### config.mk
export PLATFORM = sky130hd
export DESIGN_NAME = trip_arm_path
export DESIGN_NICKNAME = d
export VERILOG_FILES = /design/src/rtl/trip_pkg.sv /design/src/rtl/trip_sync.sv /design/src/rtl/trip_filter.sv /design/src/rtl/trip_latch.sv /design/src/rtl/trip_arm_ctl.sv /design/src/rtl/trip_arm_path.sv
export SDC_FILE = /design/constraint.sdc
export NUM_CORES = 1
export LEC_CHECK = 0
export ABC_CLOCK_PERIOD_IN_PS = 2300
export CELL_PAD_IN_SITES_DETAIL_PLACEMENT = 1
export CELL_PAD_IN_SITES_GLOBAL_PLACEMENT = 2
export CORE_MARGIN = 2
export CORE_UTILIZATION = 45
export CTS_CLUSTER_DIAMETER = 30
export DETAILED_ROUTE_END_ITERATION = 16
export DONT_BUFFER_PORTS = 1
export GPL_TIMING_DRIVEN = 1
export PLACE_DENSITY_LB_ADDON = 0.12
export SKIP_LAST_GASP = 1
export SLEW_MARGIN = 10
export SYNTH_ARGS = -nofsm -noshare
export SYNTH_HDL_FRONTEND = slang
export SYNTH_SLANG_ARGS = --single-unit
### constraint.sdc
create_clock -name clk -period 2.3 [get_ports clk]
set_input_delay 0.345 -clock clk [delete_from_list [all_inputs] [get_ports clk]]
set_output_delay 0.345 -clock clk [all_outputs]
set_load 0.05 [all_outputs]
### src/rtl/trip_pkg.sv
package trip_pkg;
  typedef enum logic [1:0] {
    SEL_RAW   = 2'd0,
    SEL_SYNC  = 2'd1,
    SEL_FILT  = 2'd2,
    SEL_LATCH = 2'd3
  } trip_sel_e;

  typedef enum logic [1:0] {
    ST_IDLE    = 2'd0,
    ST_SWITCH  = 2'd1,
    ST_ARMED   = 2'd2,
    ST_RESTORE = 2'd3
  } arm_st_e;
endpackage

### src/rtl/trip_sync.sv
module trip_sync #(
  parameter int STAGES = 2
) (
  input  logic clk,
  input  logic rst_n,
  input  logic d_i,
  output logic q_o
);
  logic [STAGES-1:0] chain_q;
  logic [STAGES-1:0] chain_d;

  always_comb begin
    chain_d = {chain_q[STAGES-2:0], d_i};
  end

  always_ff @(posedge clk or negedge rst_n) begin
    if (!rst_n) chain_q <= '0;
    else        chain_q <= chain_d;
  end

  assign q_o = chain_q[STAGES-1];
endmodule

### src/rtl/trip_filter.sv
module trip_filter #(
  parameter int WIN_MAX = 32,
  localparam int CW = $clog2(WIN_MAX + 1)
) (
  input  logic          clk,
  input  logic          rst_n,
  input  logic          smp_i,
  input  logic [CW-1:0] win_len,
  input  logic [CW-1:0] agree_thr,
  output logic          filt_o
);
  logic [WIN_MAX-1:0] hist_q;
  logic [WIN_MAX-1:0] win_mask;
  logic [CW-1:0]      win_eff, thr_eff, ones, zeros;
  logic               filt_q, filt_d, filt_en;

  always_comb begin
    if (win_len == '0)                win_eff = CW'(1);
    else if (win_len > CW'(WIN_MAX))  win_eff = CW'(WIN_MAX);
    else                              win_eff = win_len;
    thr_eff = (agree_thr == '0) ? CW'(1) : agree_thr;
    ones = '0;
    for (int i = 0; i < WIN_MAX; i++) begin
      win_mask[i] = (CW'(i) < win_eff);
      ones = ones + CW'(hist_q[i] & win_mask[i]);
    end
    zeros   = win_eff - ones;
    filt_d  = (ones >= thr_eff);
    filt_en = (ones >= thr_eff) || (zeros >= thr_eff);
  end

  always_ff @(posedge clk or negedge rst_n) begin
    if (!rst_n) begin
      hist_q <= '0;
      filt_q <= 1'b0;
    end else begin
      hist_q <= {hist_q[WIN_MAX-2:0], smp_i};
      if (filt_en) filt_q <= filt_d;
    end
  end

  assign filt_o = filt_q;

  // a window of one sample makes the filter follow the previous sample
  assert_win1_follow_R4: assert property (@(posedge clk) disable iff (!rst_n)
    (win_len == CW'(1) && agree_thr == CW'(1)) |=> (filt_q == $past(hist_q[0])));
endmodule

### src/rtl/trip_latch.sv
module trip_latch (
  input  logic clk,
  input  logic rst_n,
  input  logic set_i,
  input  logic clr_i,
  output logic q_o
);
  logic q_q, q_d;

  always_comb begin
    q_d = q_q;
    if (set_i)      q_d = 1'b1;
    else if (clr_i) q_d = 1'b0;
  end

  always_ff @(posedge clk or negedge rst_n) begin
    if (!rst_n) q_q <= 1'b0;
    else        q_q <= q_d;
  end

  assign q_o = q_q;

  assert_latch_sets_R5: assert property (@(posedge clk) disable iff (!rst_n)
    set_i |=> q_q);
  assert_clear_low_R6: assert property (@(posedge clk) disable iff (!rst_n)
    (clr_i && !set_i) |=> !q_q);
  assert_hold_noclr_R6: assert property (@(posedge clk) disable iff (!rst_n)
    (q_q && !clr_i) |=> q_q);
endmodule

### src/rtl/trip_arm_ctl.sv
module trip_arm_ctl
  import trip_pkg::*;
(
  input  logic       clk,
  input  logic       rst_n,
  input  logic       live_i,
  input  logic [1:0] cfg_i,
  input  logic       arm_req,
  input  logic       disarm_req,
  output logic [1:0] sel_o,
  output logic       conn_o,
  output logic       fault_o
);
  arm_st_e   st_q, st_d;
  trip_sel_e sel_q, sel_d;
  logic      conn_q, conn_d, flt_q, flt_d;

  always_comb begin
    st_d   = st_q;
    sel_d  = sel_q;
    conn_d = conn_q;
    flt_d  = flt_q;
    case (st_q)
      ST_IDLE: begin
        sel_d = (cfg_i == SEL_LATCH) ? SEL_FILT : trip_sel_e'(cfg_i);
        if (arm_req) begin
          if (live_i) begin
            flt_d = 1'b1;
          end else begin
            flt_d = 1'b0;
            sel_d = SEL_LATCH;
            st_d  = ST_SWITCH;
          end
        end
      end
      ST_SWITCH: begin
        if (disarm_req) st_d = ST_RESTORE;
        else begin
          conn_d = 1'b1;
          st_d   = ST_ARMED;
        end
      end
      ST_ARMED: begin
        if (disarm_req) begin
          conn_d = 1'b0;
          st_d   = ST_RESTORE;
        end
      end
      ST_RESTORE: begin
        sel_d = SEL_FILT;
        st_d  = ST_IDLE;
      end
      default: st_d = ST_IDLE;
    endcase
  end

  always_ff @(posedge clk or negedge rst_n) begin
    if (!rst_n) begin
      st_q   <= ST_IDLE;
      sel_q  <= SEL_FILT;
      conn_q <= 1'b0;
      flt_q  <= 1'b0;
    end else begin
      st_q   <= st_d;
      sel_q  <= sel_d;
      conn_q <= conn_d;
      flt_q  <= flt_d;
    end
  end

  assign sel_o   = sel_q;
  assign conn_o  = conn_q;
  assign fault_o = flt_q;

  assert_conn_latched_R8: assert property (@(posedge clk) disable iff (!rst_n)
    conn_q |-> (sel_q == SEL_LATCH));
  assert_sel_before_conn_R8: assert property (@(posedge clk) disable iff (!rst_n)
    $rose(conn_q) |-> ($past(sel_q) == SEL_LATCH));
  assert_idle_no_latch_R3: assert property (@(posedge clk) disable iff (!rst_n)
    (st_q == ST_IDLE) |-> (sel_q != SEL_LATCH && !conn_q));
  assert_fault_refuse_R7: assert property (@(posedge clk) disable iff (!rst_n)
    (st_q == ST_IDLE && arm_req && live_i) |=> (flt_q && !conn_q && sel_q != SEL_LATCH));
  assert_disarm_order_R10: assert property (@(posedge clk) disable iff (!rst_n)
    (st_q == ST_ARMED && disarm_req) |=> (!conn_q ##1 sel_q == SEL_FILT));
endmodule

### src/rtl/trip_arm_path.sv
module trip_arm_path
  import trip_pkg::*;
#(
  parameter int WIN_MAX     = 32,
  parameter int SYNC_STAGES = 2,
  localparam int CW = $clog2(WIN_MAX + 1)
) (
  input  logic          clk,
  input  logic          rst_n,
  input  logic          cmp_raw,
  input  logic [CW-1:0] win_len,
  input  logic [CW-1:0] agree_thr,
  input  logic [1:0]    src_cfg,
  input  logic          latch_clr,
  input  logic          arm_req,
  input  logic          disarm_req,
  output logic          filt_live,
  output logic          latched,
  output logic          mux_out,
  output logic [1:0]    src_sel,
  output logic          armed,
  output logic          arm_fault,
  output logic          trip_out
);
  logic [1:0] rst_pipe_q;
  logic       rst_n_s, sync_bit, filt_bit, latch_bit, conn;
  logic [1:0] sel;

  always_ff @(posedge clk or negedge rst_n) begin
    if (!rst_n) rst_pipe_q <= 2'b00;
    else        rst_pipe_q <= {rst_pipe_q[0], 1'b1};
  end
  assign rst_n_s = rst_pipe_q[1];

  trip_sync #(.STAGES(SYNC_STAGES)) u_sync (
    .clk(clk), .rst_n(rst_n_s), .d_i(cmp_raw), .q_o(sync_bit));

  trip_filter #(.WIN_MAX(WIN_MAX)) u_filt (
    .clk(clk), .rst_n(rst_n_s), .smp_i(sync_bit),
    .win_len(win_len), .agree_thr(agree_thr), .filt_o(filt_bit));

  trip_latch u_latch (
    .clk(clk), .rst_n(rst_n_s), .set_i(filt_bit), .clr_i(latch_clr), .q_o(latch_bit));

  trip_arm_ctl u_ctl (
    .clk(clk), .rst_n(rst_n_s), .live_i(filt_bit), .cfg_i(src_cfg),
    .arm_req(arm_req), .disarm_req(disarm_req),
    .sel_o(sel), .conn_o(conn), .fault_o(arm_fault));

  always_comb begin
    case (trip_sel_e'(sel))
      SEL_RAW:  mux_out = cmp_raw;
      SEL_SYNC: mux_out = sync_bit;
      SEL_FILT: mux_out = filt_bit;
      default:  mux_out = latch_bit;
    endcase
  end

  assign trip_out  = conn & mux_out;
  assign filt_live = filt_bit;
  assign latched   = latch_bit;
  assign src_sel   = sel;
  assign armed     = conn;

  assert_latch_tracks_R5: assert property (@(posedge clk) disable iff (!rst_n_s)
    (filt_live && sel != 2'd3) |=> latched);
endmodule

=== After elaboration in Yosys (flattened, before gate mapping) ===
Cells that the tools add are included.

* Add/sub/neg operators: 32
* Order comparisons: 35
* Equal/unequal tests: 10
* Multiplexer cells: 19
* Bitwise gates (word level): 33
* Reduce and logical (&&, ||, !) cells: 11

{| class="wikitable"
|+ Operator list
! operator !! number
|-
| 6-bit adder || 31
|-
| 5-bit by 6-bit less-than comparator with 1-bit output, first input constant || 16
|-
| 4-bit by 6-bit less-than comparator with 1-bit output, first input constant || 8
|-
| 1-bit AND || 33
|-
| 3-bit by 6-bit less-than comparator with 1-bit output, first input constant || 4
|-
| 6-bit 2-to-1 mux || 3
|-
| 6-bit greater-or-equal comparator || 2
|-
| 6-bit zero test || 2
|-
| 1-bit by 6-bit less-than comparator with 1-bit output, first input constant || 2
|-
| 2-bit by 6-bit less-than comparator with 1-bit output, first input constant || 2
|-
| 2-bit 2-to-1 mux || 6
|-
| 2-bit == test, second input constant || 4
|-
| 2-bit != test, second input constant || 4
|-
| 2-bit case mux with 4 select lines || 1
|-
| 6-bit greater-than comparator, second input constant || 1
|-
| 1-bit 2-to-1 mux || 6
|-
| 3-bit AND reduction || 2
|-
| 2-bit nonzero test || 3
|-
| 6-bit subtractor || 1
|-
| 2-bit by 1-bit == test with 1-bit output, second input constant || 2
|-
| 2-bit zero test || 2
|-
| 2-bit case mux with 2 select lines || 1
|-
| 1-bit case mux with 3 select lines || 1
|-
| 1-bit case mux with 2 select lines || 1
|-
| other kinds (2) || 2
|}

* Bits in registers: 44
* Bits of input ports: 20
* Output and inout bits: 8

=== Depth between registers and ports, before layout ===
Gate-level depths: netlist of the first run.

* Depth after elaboration: 39
* Depth in mapped cells: 31
* Depth with buffers taken out: 30

=== By module ===
A second synthesis of the first run with hierarchy kept.

* Cell total of the unflattened synthesis: 299
* Area, all modules: 3121.7 µm²

{| class="wikitable"
|+ Modules (own cells, without submodules)
! module !! times used !! cells each !! area each (µm²) !! seq. area each (µm²)
|-
| trip_filter || 1 || 254 || 2575.0 || 825.8
|-
| trip_arm_ctl || 1 || 35 || 377.9 || 151.4
|-
| trip_arm_path || 1 || 5 || 82.6 || 50.0
|-
| trip_sync || 1 || 2 || 50.0 || 50.0
|-
| trip_latch || 1 || 3 || 36.3 || 25.0
|}

=== Worst setup path before layout of the first run ===
Ideal clock, no wire load.

* Path type: input to register
* Start point: input win_len[3]
* End point: register u_filt.filt_q (netlist: u_filt.filt_o)
* Library setup time: 0.132 ns
* Data arrival time: 6.658 ns
* Data required time: 2.168 ns
* Path slack: -4.490 ns
* Cell stages on the path: 25
* Buffers on the path: 1
* Cells stage by stage: buf_6 -> or3_4 -> a21oi_4 -> and2_1 -> o311ai_1 -> fa_1 -> fa_1 -> fa_1 -> fa_1 -> fa_1 -> fa_1 -> inv_1 -> ha_1 -> fa_1 -> inv_1 -> ha_1 -> nor2b_1 -> nor3_1 -> o21bai_1 -> a21oi_1 -> xnor2_1 -> ha_1 -> nand3_1 -> o21ai_0 -> o211ai_1

* Cells in the longest elaborated chain, start to end: 39
* Elaborated cells on any way between the ends: 103
* Classes of those cells: 32 x add/sub; 35 x order compare; 2 x mux; 32 x bitwise; 2 x reduce/logical

{| class="wikitable"
|+ RTL lines
! item !! line !! source
|-
| start: declaration || trip_arm_path.sv:11 || <nowiki>input logic [CW-1:0] win_len,</nowiki>
|-
| 6-bit greater-than comparator || trip_filter.sv:19 || <nowiki>else if (win_len > CW'(WIN_MAX)) win_eff = CW'(WIN_MAX);</nowiki>
|-
| 6-bit 2-to-1 mux || trip_filter.sv:19 ||
|-
| 6-bit 2-to-1 mux (*) || trip_filter.sv:18 || <nowiki>if (win_len == '0) win_eff = CW'(1);</nowiki>
|-
| 1-bit by 6-bit less-than comparator with 1-bit output || trip_filter.sv:24 || <nowiki>win_mask[i] = (CW'(i) < win_eff);</nowiki>
|-
| 1-bit AND || trip_filter.sv:25 || <nowiki>ones = ones + CW'(hist_q[i] & win_mask[i]);</nowiki>
|-
| 6-bit adder (31 in a row) || trip_filter.sv:25 ||
|-
| 6-bit subtractor || trip_filter.sv:27 || <nowiki>zeros = win_eff - ones;</nowiki>
|-
| 6-bit greater-or-equal comparator || trip_filter.sv:29 || <nowiki>filt_en = (ones >= thr_eff) || (zeros >= thr_eff);</nowiki>
|-
| 1-bit logical OR || trip_filter.sv:29 ||
|-
| end signal: assignment || trip_filter.sv:38 || <nowiki>if (filt_en) filt_q <= filt_d;</nowiki>
|-
| end: declaration || trip_filter.sv:15 || <nowiki>logic filt_q, filt_d, filt_en;</nowiki>
|}

Every way passes the cells marked *; elsewhere a longest branch is shown, timed or not.
A chain may end at the register's enable or synchronous reset.

=== Final worst setup path of the first run ===
* Start point: input win_len[4]
* End point: register u_filt.filt_q (netlist: u_filt.filt_o)

Same word-level chain as after synthesis.

==> flow_metrics.tcl, run 1 <==
set metrics [dict create \
    synth_mux_area_share_pct 1.12 \
    async_flop_share_pct 100 \
    syn_inst 292 \
    syn_area_mm2 0.00303 \
    slew_headroom_pct 40.6 \
    max_cap_violations 0 \
    start_util_pct 47.1 \
    die_height_um 86.0 \
    multi_input_area_mm2 0.00179 \
    period_minus_slack_ns 6.37 \
    max_slew.worst_pin.slew_ns 0.890 \
    fin_crit_sh_pct 277 \
    hp-class "in2reg" \
    ff2ff_path_depth 23 \
    cts_tree "built" \
    coreArea_mm2 0.00642 \
    drc 0 \
    yosys-top-cells-area "dfrtp_1 (36%), fa_1 (17%), ha_1 (12%), inv_1 (5.2%), o21ai_1 (3.1%)" \
    clock_latency_ns 0.31 \
    place_congestion 0.837 \
    yosys_warnings 0 \
    dpl.hpwl_um 5630 \
    port_buffers 0 \
    fillCellCount 720 \
    end_kind "register" \
    drtPass1Iterations 4 \
    synth_edf_count 0 \
    die-area_mm2 0.00740 \
    cts_sinks 44 \
    area_growth_pct 18.0 \
    ys_types 44 \
    synth.ff_latch_count 44 \
    cts_buffers 5 \
    synth_fp_nets 365 \
    synthSimpleGateAreaFrac_pct 10.5 \
    startpoint_type "primary input" \
    whs_ns 0.0590 \
    fin_nets 406 \
    synth_top_family_by_area "adder cells" \
    cts.path.max_buffers 2 \
    fmax_mhz 157 \
    synthFlopType "dfrtp_1" \
    post_drt_wl_per_cell_um 16.9 \
    crit_arrival_ns 6.60 \
    seqCellArea_mm2 0.00110 \
    routed_wl_um 6950 \
    htreeDepth 2 \
    antenna_found_initial 0 \
    min_path_cells 0 \
    pin_count 28 \
    drive_gt1_share_pct 21.3 \
    antenna_cells 0 \
    antenna_left 0 \
    required_ns 2.53 \
    syn_avg_cell_area_um2 10.4 \
    rsz0062_at_grt "true" \
    yosysSeqAreaShare_pct 36.4 \
    hold_violations 0 \
    critPathMaxFanout 14 \
    placementRows 29 \
    setup_violations 1 \
    worst-setup-path-type "in2reg" \
    synth_xor_xnor_area_share_pct 2.03 \
    fp.dieW_um 86.0 \
    grt_overflow 0 \
    cts-root-buf "clkbuf_8" \
    yosysTopAreaCellShare_pct 35.6 \
    via_per_inst 5.16 \
    clock_skew_ns 0.00785 \
    clkTransAtPathRegs_ns 0.08 \
    drtIter0Drc 41 \
    drv_slew 0 \
    grt_pass1_wl_um 12000 \
    via_count 2122 \
    synth-compound-area-share_pct 14.5 \
    violations "setup timing" \
    groute.usage.overall_pct 21.3 \
    grt_pass1_vias 2400 \
    status "finished, violations left" \
    yosys.area.top_type "dfrtp_1" \
    grt_max_degree 43 \
    setup_ws_ns -4.07 \
    synth_fa_ha_area_share_pct 28.5 \
]
-- critical path: stages --
cell,delay (ns)
or3_4,0.38
a21oi_4,0.16
and2_4,0.19
o21ai_2,0.07
fa_1,0.45
fa_1,0.52
inv_1,0.05
fa_1,0.48
inv_1,0.06
fa_1,0.56
fa_1,0.43
fa_1,0.49
inv_1,0.05
ha_2,0.20
fa_2,0.37
xor2_2,0.16
inv_1,0.06
ha_1,0.33
a21o_1,0.19
a21oi_2,0.14
xnor2_1,0.14
ha_1,0.27
a21o_1,0.19
a21oi_1,0.14
o21ai_1,0.08
o211ai_1,0.08
-- cell usage in the layout (no fill, tap or decap), types with 2 or more instances in the layout --
cell type and n:
buf_4 42, dfrtp_1 42, inv_1 41, ha_1 26
fa_1 24, o21ai_1 19, nand2_1 19, nor2_1 13
a21oi_1 9, nor2b_1 8, a21o_1 7, clkbuf_8 6
and2_1 5, a21boi_1 5, o21a_1 5, a21oi_2 4
nand3_1 4, xnor2_1 4, o21ai_0 3, a31o_1 3
nand2b_1 3, inv_2 2, o21bai_1 2, o31a_1 2
o31ai_1 2, and3_1 2, nor3_1 2
-- through the flow --
stage          area (um^2)  TNS [ns]  cells  worst slack (ns)  util (%)
2_1_floorplan         3070     -4.22    292             -4.22         -
3_3_place_gp          3400     -4.48    397             -4.48      52.9
3_5_place_dp          3400     -4.49    397             -4.49      52.9
4_1_cts               3540     -4.09    410             -4.09      55.2
5_1_grt               3570     -4.34    411             -4.34      55.6
6_report              3570     -4.07    411             -4.07      55.6
-- timing repair --
| item | 4_1_cts | 5_1_grt |
|---|---|---|
| setup buffers | 4 | 1 |
| resized for setup | 4 | 3 |
| pin swaps | 8 | 1 |
| gates cloned | 0 | 0 |
| hold buffers | 1 | 0 |
| endpoints found under the setup margin | 1 | 1 |
| endpoints found under the hold margin | 2 | 0 |
-- routing by layer --
metal	track usage, %	part of all wire, %
met2	35.4	51
met1	28.4	45
met3	4.52	3.3
met4	5.19	1.3
met5	0	0
-- flip-flops by register name (all words and copies together) (netlist names) --
register	cells
u_ctl.conn_o	1
u_sync.chain_q	2
u_filt.filt_o	1
u_ctl.st_q	2
u_ctl.sel_o	2
u_ctl.fault_o	1
u_filt.hist_q	32
rst_pipe_q	2
u_latch.q_o	1
-- cell usage after synthesis (all sizes together), types with 2 or more instances --
| library cell | instances |
|---|---|
| dfrtp | 43 |
| inv | 43 |
| ha | 28 |
| fa | 25 |
| o21ai | 23 |
| nand2 | 19 |
| a21oi | 14 |
| nor2 | 13 |
| nor2b | 10 |
| a21o | 7 |
| and2 | 6 |
| a21boi | 5 |
| clkbuf | 5 |
| o21a | 5 |
| xnor2 | 5 |
| buf | 4 |
| nand3 | 4 |
| a31o | 3 |
| nand2b | 3 |
| nor3 | 3 |
| and3 | 2 |
| o21bai | 2 |
| o31a | 2 |
| o31ai | 2 |
| or3 | 2 |
| xor2 | 2 |
-- worst paths after layout --
check / from / endpoint / slack [ns]
setup / recovery: win_len[4] / u_filt.filt_o$_DFFE_PN0P_ / -4.07
hold / removal: cmp_raw / u_sync.chain_q[0]$_DFF_PN0_ / 0.06
setup reg to reg: u_filt.hist_q[9]$_DFF_PN0_ / u_filt.filt_o$_DFFE_PN0P_ / -3.78
hold reg to reg: rst_pipe_q[0]$_DFF_PN0_ / rst_pipe_q[1]$_DFF_PN0_ / 0.36
max in group asynchronous: rst_pipe_q[1]$_DFF_PN0_ / u_ctl.sel_o[0]$_DFFE_PN0P_ / 1.35
min in group asynchronous: rst_n / rst_pipe_q[0]$_DFF_PN0_ / 0.27
-- cell families after synthesis --
kind of cell,after synthesis
buf+inv,52
xor+xnor,7
simple gates,64
flops,44
other cells,1
mux,2
compound gates,68
fa+ha+maj,54
-- area by class of cell --
class / instances / share of cell area [%]
multi-input cells: 196 / 50.1
inverters: 43 / 4.52
clock buffers: 7 / 2.42
flip-flops and latches: 44 / 30.9
clock inverters: 1 / 0.210
well taps: 77 / 2.70
repair buffers: 43 / 9.11
Power of run 1 is left out: the tool's default activity adds up to more than one toggle a clock period on the data nets, which glitch-free logic cannot reach.
==> run 2, diff against run 1 <==
--- a/config.mk
+++ b/config.mk
@@ -5,15 +5,17 @@
 export SDC_FILE = /design/constraint.sdc
 export NUM_CORES = 1
 export LEC_CHECK = 0
-export ABC_CLOCK_PERIOD_IN_PS = 2300
+export ABC_CLOCK_PERIOD_IN_PS = 6800
+export CAP_MARGIN = 40
 export CELL_PAD_IN_SITES_DETAIL_PLACEMENT = 1
 export CELL_PAD_IN_SITES_GLOBAL_PLACEMENT = 2
 export CORE_MARGIN = 2
-export CORE_UTILIZATION = 45
+export CORE_UTILIZATION = 42
 export CTS_CLUSTER_DIAMETER = 30
 export DETAILED_ROUTE_END_ITERATION = 16
 export DONT_BUFFER_PORTS = 1
 export GPL_TIMING_DRIVEN = 1
+export HOLD_SLACK_MARGIN = 0.03
 export PLACE_DENSITY_LB_ADDON = 0.12
 export SKIP_LAST_GASP = 1
 export SLEW_MARGIN = 10
==> constraint.sdc (replaced) <==
create_clock -name clk -period 6.8 [get_ports clk]
set_input_delay 1.02 -clock clk [delete_from_list [all_inputs] [get_ports clk]]
set_output_delay 1.02 -clock clk [all_outputs]
set_load 0.05 [all_outputs]
==> flow_metrics.tcl, run 2 (same netlist as run 1, synthesis figures left out) <==
set metrics [dict create \
    violations "setup timing" \
    die-area_mm2 0.00790 \
    startpoint_type "primary input" \
    largest_reg_flops 32 \
    drv_slew 0 \
    setup_violations 1 \
    timing.rr.end "u_filt.filt_o$_DFFE_PN0P_" \
    fin_nets 398 \
    reg2reg_from "u_filt.hist_q[10]$_DFF_PN0_" \
    hold_violations 0 \
    clock_skew_ns 0.00637 \
    post_drt_wl_per_cell_um 16.5 \
    clock_latency_ns 0.30 \
    grt_max_degree 27 \
    start_util_pct 44.0 \
    antenna_left 0 \
    period_minus_slack_ns 7.01 \
    cts_sinks 44 \
    antenna_found_initial 0 \
    place_congestion 0.828 \
    dpl.hpwl_um 5800 \
    fillCellCount 773 \
    final_cell_mix "inv_1 (42), dfrtp_1 (42), buf_4 (34), ha_1 (26), fa_1 (24)" \
    rsz0062_at_grt "true" \
    end_kind "register" \
    cts_tree "built" \
    busiest_layer "met2" \
    grtUsageMet1_pct 26.6 \
    area_growth_pct 17.9 \
    ff2ff_path_depth 22 \
    via_count 2085 \
    seqCellArea_mm2 0.00110 \
    fp.dieW_um 88.9 \
    fmax_mhz 143 \
    fin_cells 422 \
    multi_input_area_mm2 0.00179 \
    via_per_inst 4.94 \
    cts-root-buf "clkbuf_8" \
    placementRows 30 \
    grt_pass1_vias 2319 \
    slew_headroom_pct 60.0 \
    dp.cells 406 \
    required_ns 7.01 \
    cts_hold_buffers 0 \
    drc 0 \
    met2_usage_pct 34.5 \
    clkTransAtPathRegs_ns 0.09 \
    critPathMaxFanout 14 \
    fin_crit_sh_pct 103 \
    groute.usage.overall_pct 20.0 \
    drtPass1Iterations 4 \
    worst-setup-path-type "in2reg" \
    max_slew.worst_pin.slew_ns 0.600 \
    grt_pass1_wl_um 11700 \
    coreArea_mm2 0.00687 \
    hp-class "reg2async" \
    pin_count 28 \
    htreeDepth 2 \
    crit_arrival_ns 7.22 \
    regToRegSetupSlack_ns 0.64 \
    routed_wl_um 6980 \
    regMostFlops "u_filt.hist_q" \
    drtIter0Drc 41 \
    cts_buffers 5 \
    antenna_cells 0 \
    cts.path.max_buffers 2 \
    port_buffers 0 \
    status "finished, violations left" \
    die_height_um 88.9 \
    use_met3_pct 3.45 \
    drive_gt1_share_pct 19.6 \
    grt_overflow 0 \
    max_cap_violations 0 \
    setup_ws_ns -0.210 \
]
[run 2: worst max path at each step]
stage / start / endpoint / slack, ns / depth (start not counted)
3_3_place_gp: win_len[4] / u_filt.filt_o$_DFFE_PN0P_ / -0.64 / 26
3_5_place_dp: win_len[4] / u_filt.filt_o$_DFFE_PN0P_ / -0.64 / 26
2_1_floorplan: win_len[3] / u_filt.filt_o$_DFFE_PN0P_ / -0.40 / 27
4_1_cts: win_len[4] / u_filt.filt_o$_DFFE_PN0P_ / -0.23 / 26
6_report: win_len[4] / u_filt.filt_o$_DFFE_PN0P_ / -0.21 / 26
5_1_grt: win_len[4] / u_filt.filt_o$_DFFE_PN0P_ / -0.45 / 26
[run 2: metal layers]
metal	vias to the layer above	routed length (um)
met2	31	3490
met5	-	0
met1	1028	3210
li1	1022	-
met4	0	43
met3	4	228
[run 2: what timing repair did]
item / 4_1_cts / 5_1_grt
pin swaps: 8 / 4
gates cloned: 0 / 0
gates resized for setup: 5 / 1
endpoints found under the hold margin: 0 / 0
endpoints found under the setup margin: 1 / 1
buffers inserted: 6 / 2
[run 2: area by class of cell]
class                   count  share of cell area [%]
well taps                  96                    3.37
flip-flops and latches     44                    30.9
repair buffers             35                    7.71
clock buffers               6                    2.31
clock inverters             2                    1.09
inverters                  43                    4.52
multi-input cells         196                    50.1
[run 2: critical path, cell delays in order]
cell and delay [ns]:
or3_4 0.39, a21oi_4 0.15, and2_4 0.17, o21ai_2 0.06, fa_1 0.47, fa_1 0.53, inv_1 0.05, fa_1 0.48
inv_1 0.06, fa_1 0.55, fa_1 0.42, fa_1 0.49, inv_1 0.05, ha_2 0.19, fa_2 0.37, xor2_2 0.16
inv_1 0.06, ha_1 0.33, a21o_1 0.18, a21oi_1 0.18, xnor2_1 0.15, ha_1 0.26, a21o_1 0.18, a21oi_1 0.12
o21ai_1 0.07, o211ai_1 0.08
[run 2: per-stage QoR]
step / TNS (ns) / util, % / setup slack, ns / cell area [um^2] / hold WS, ns
final: -0.210 / 51.9 / -0.210 / 3570 / 0.194
after global routing: -0.448 / 51.9 / -0.448 / 3570 / 0.225
after CTS: -0.228 / 51.7 / -0.228 / 3550 / 0.207
after detailed placement: -0.642 / 48.9 / -0.642 / 3360 / 0.205
after global placement: -0.636 / 48.6 / -0.636 / 3340 / 0.336
after floorplan: -0.395 / - / -0.395 / 3070 / 0.331
Power of run 2 is left out for the same reason.
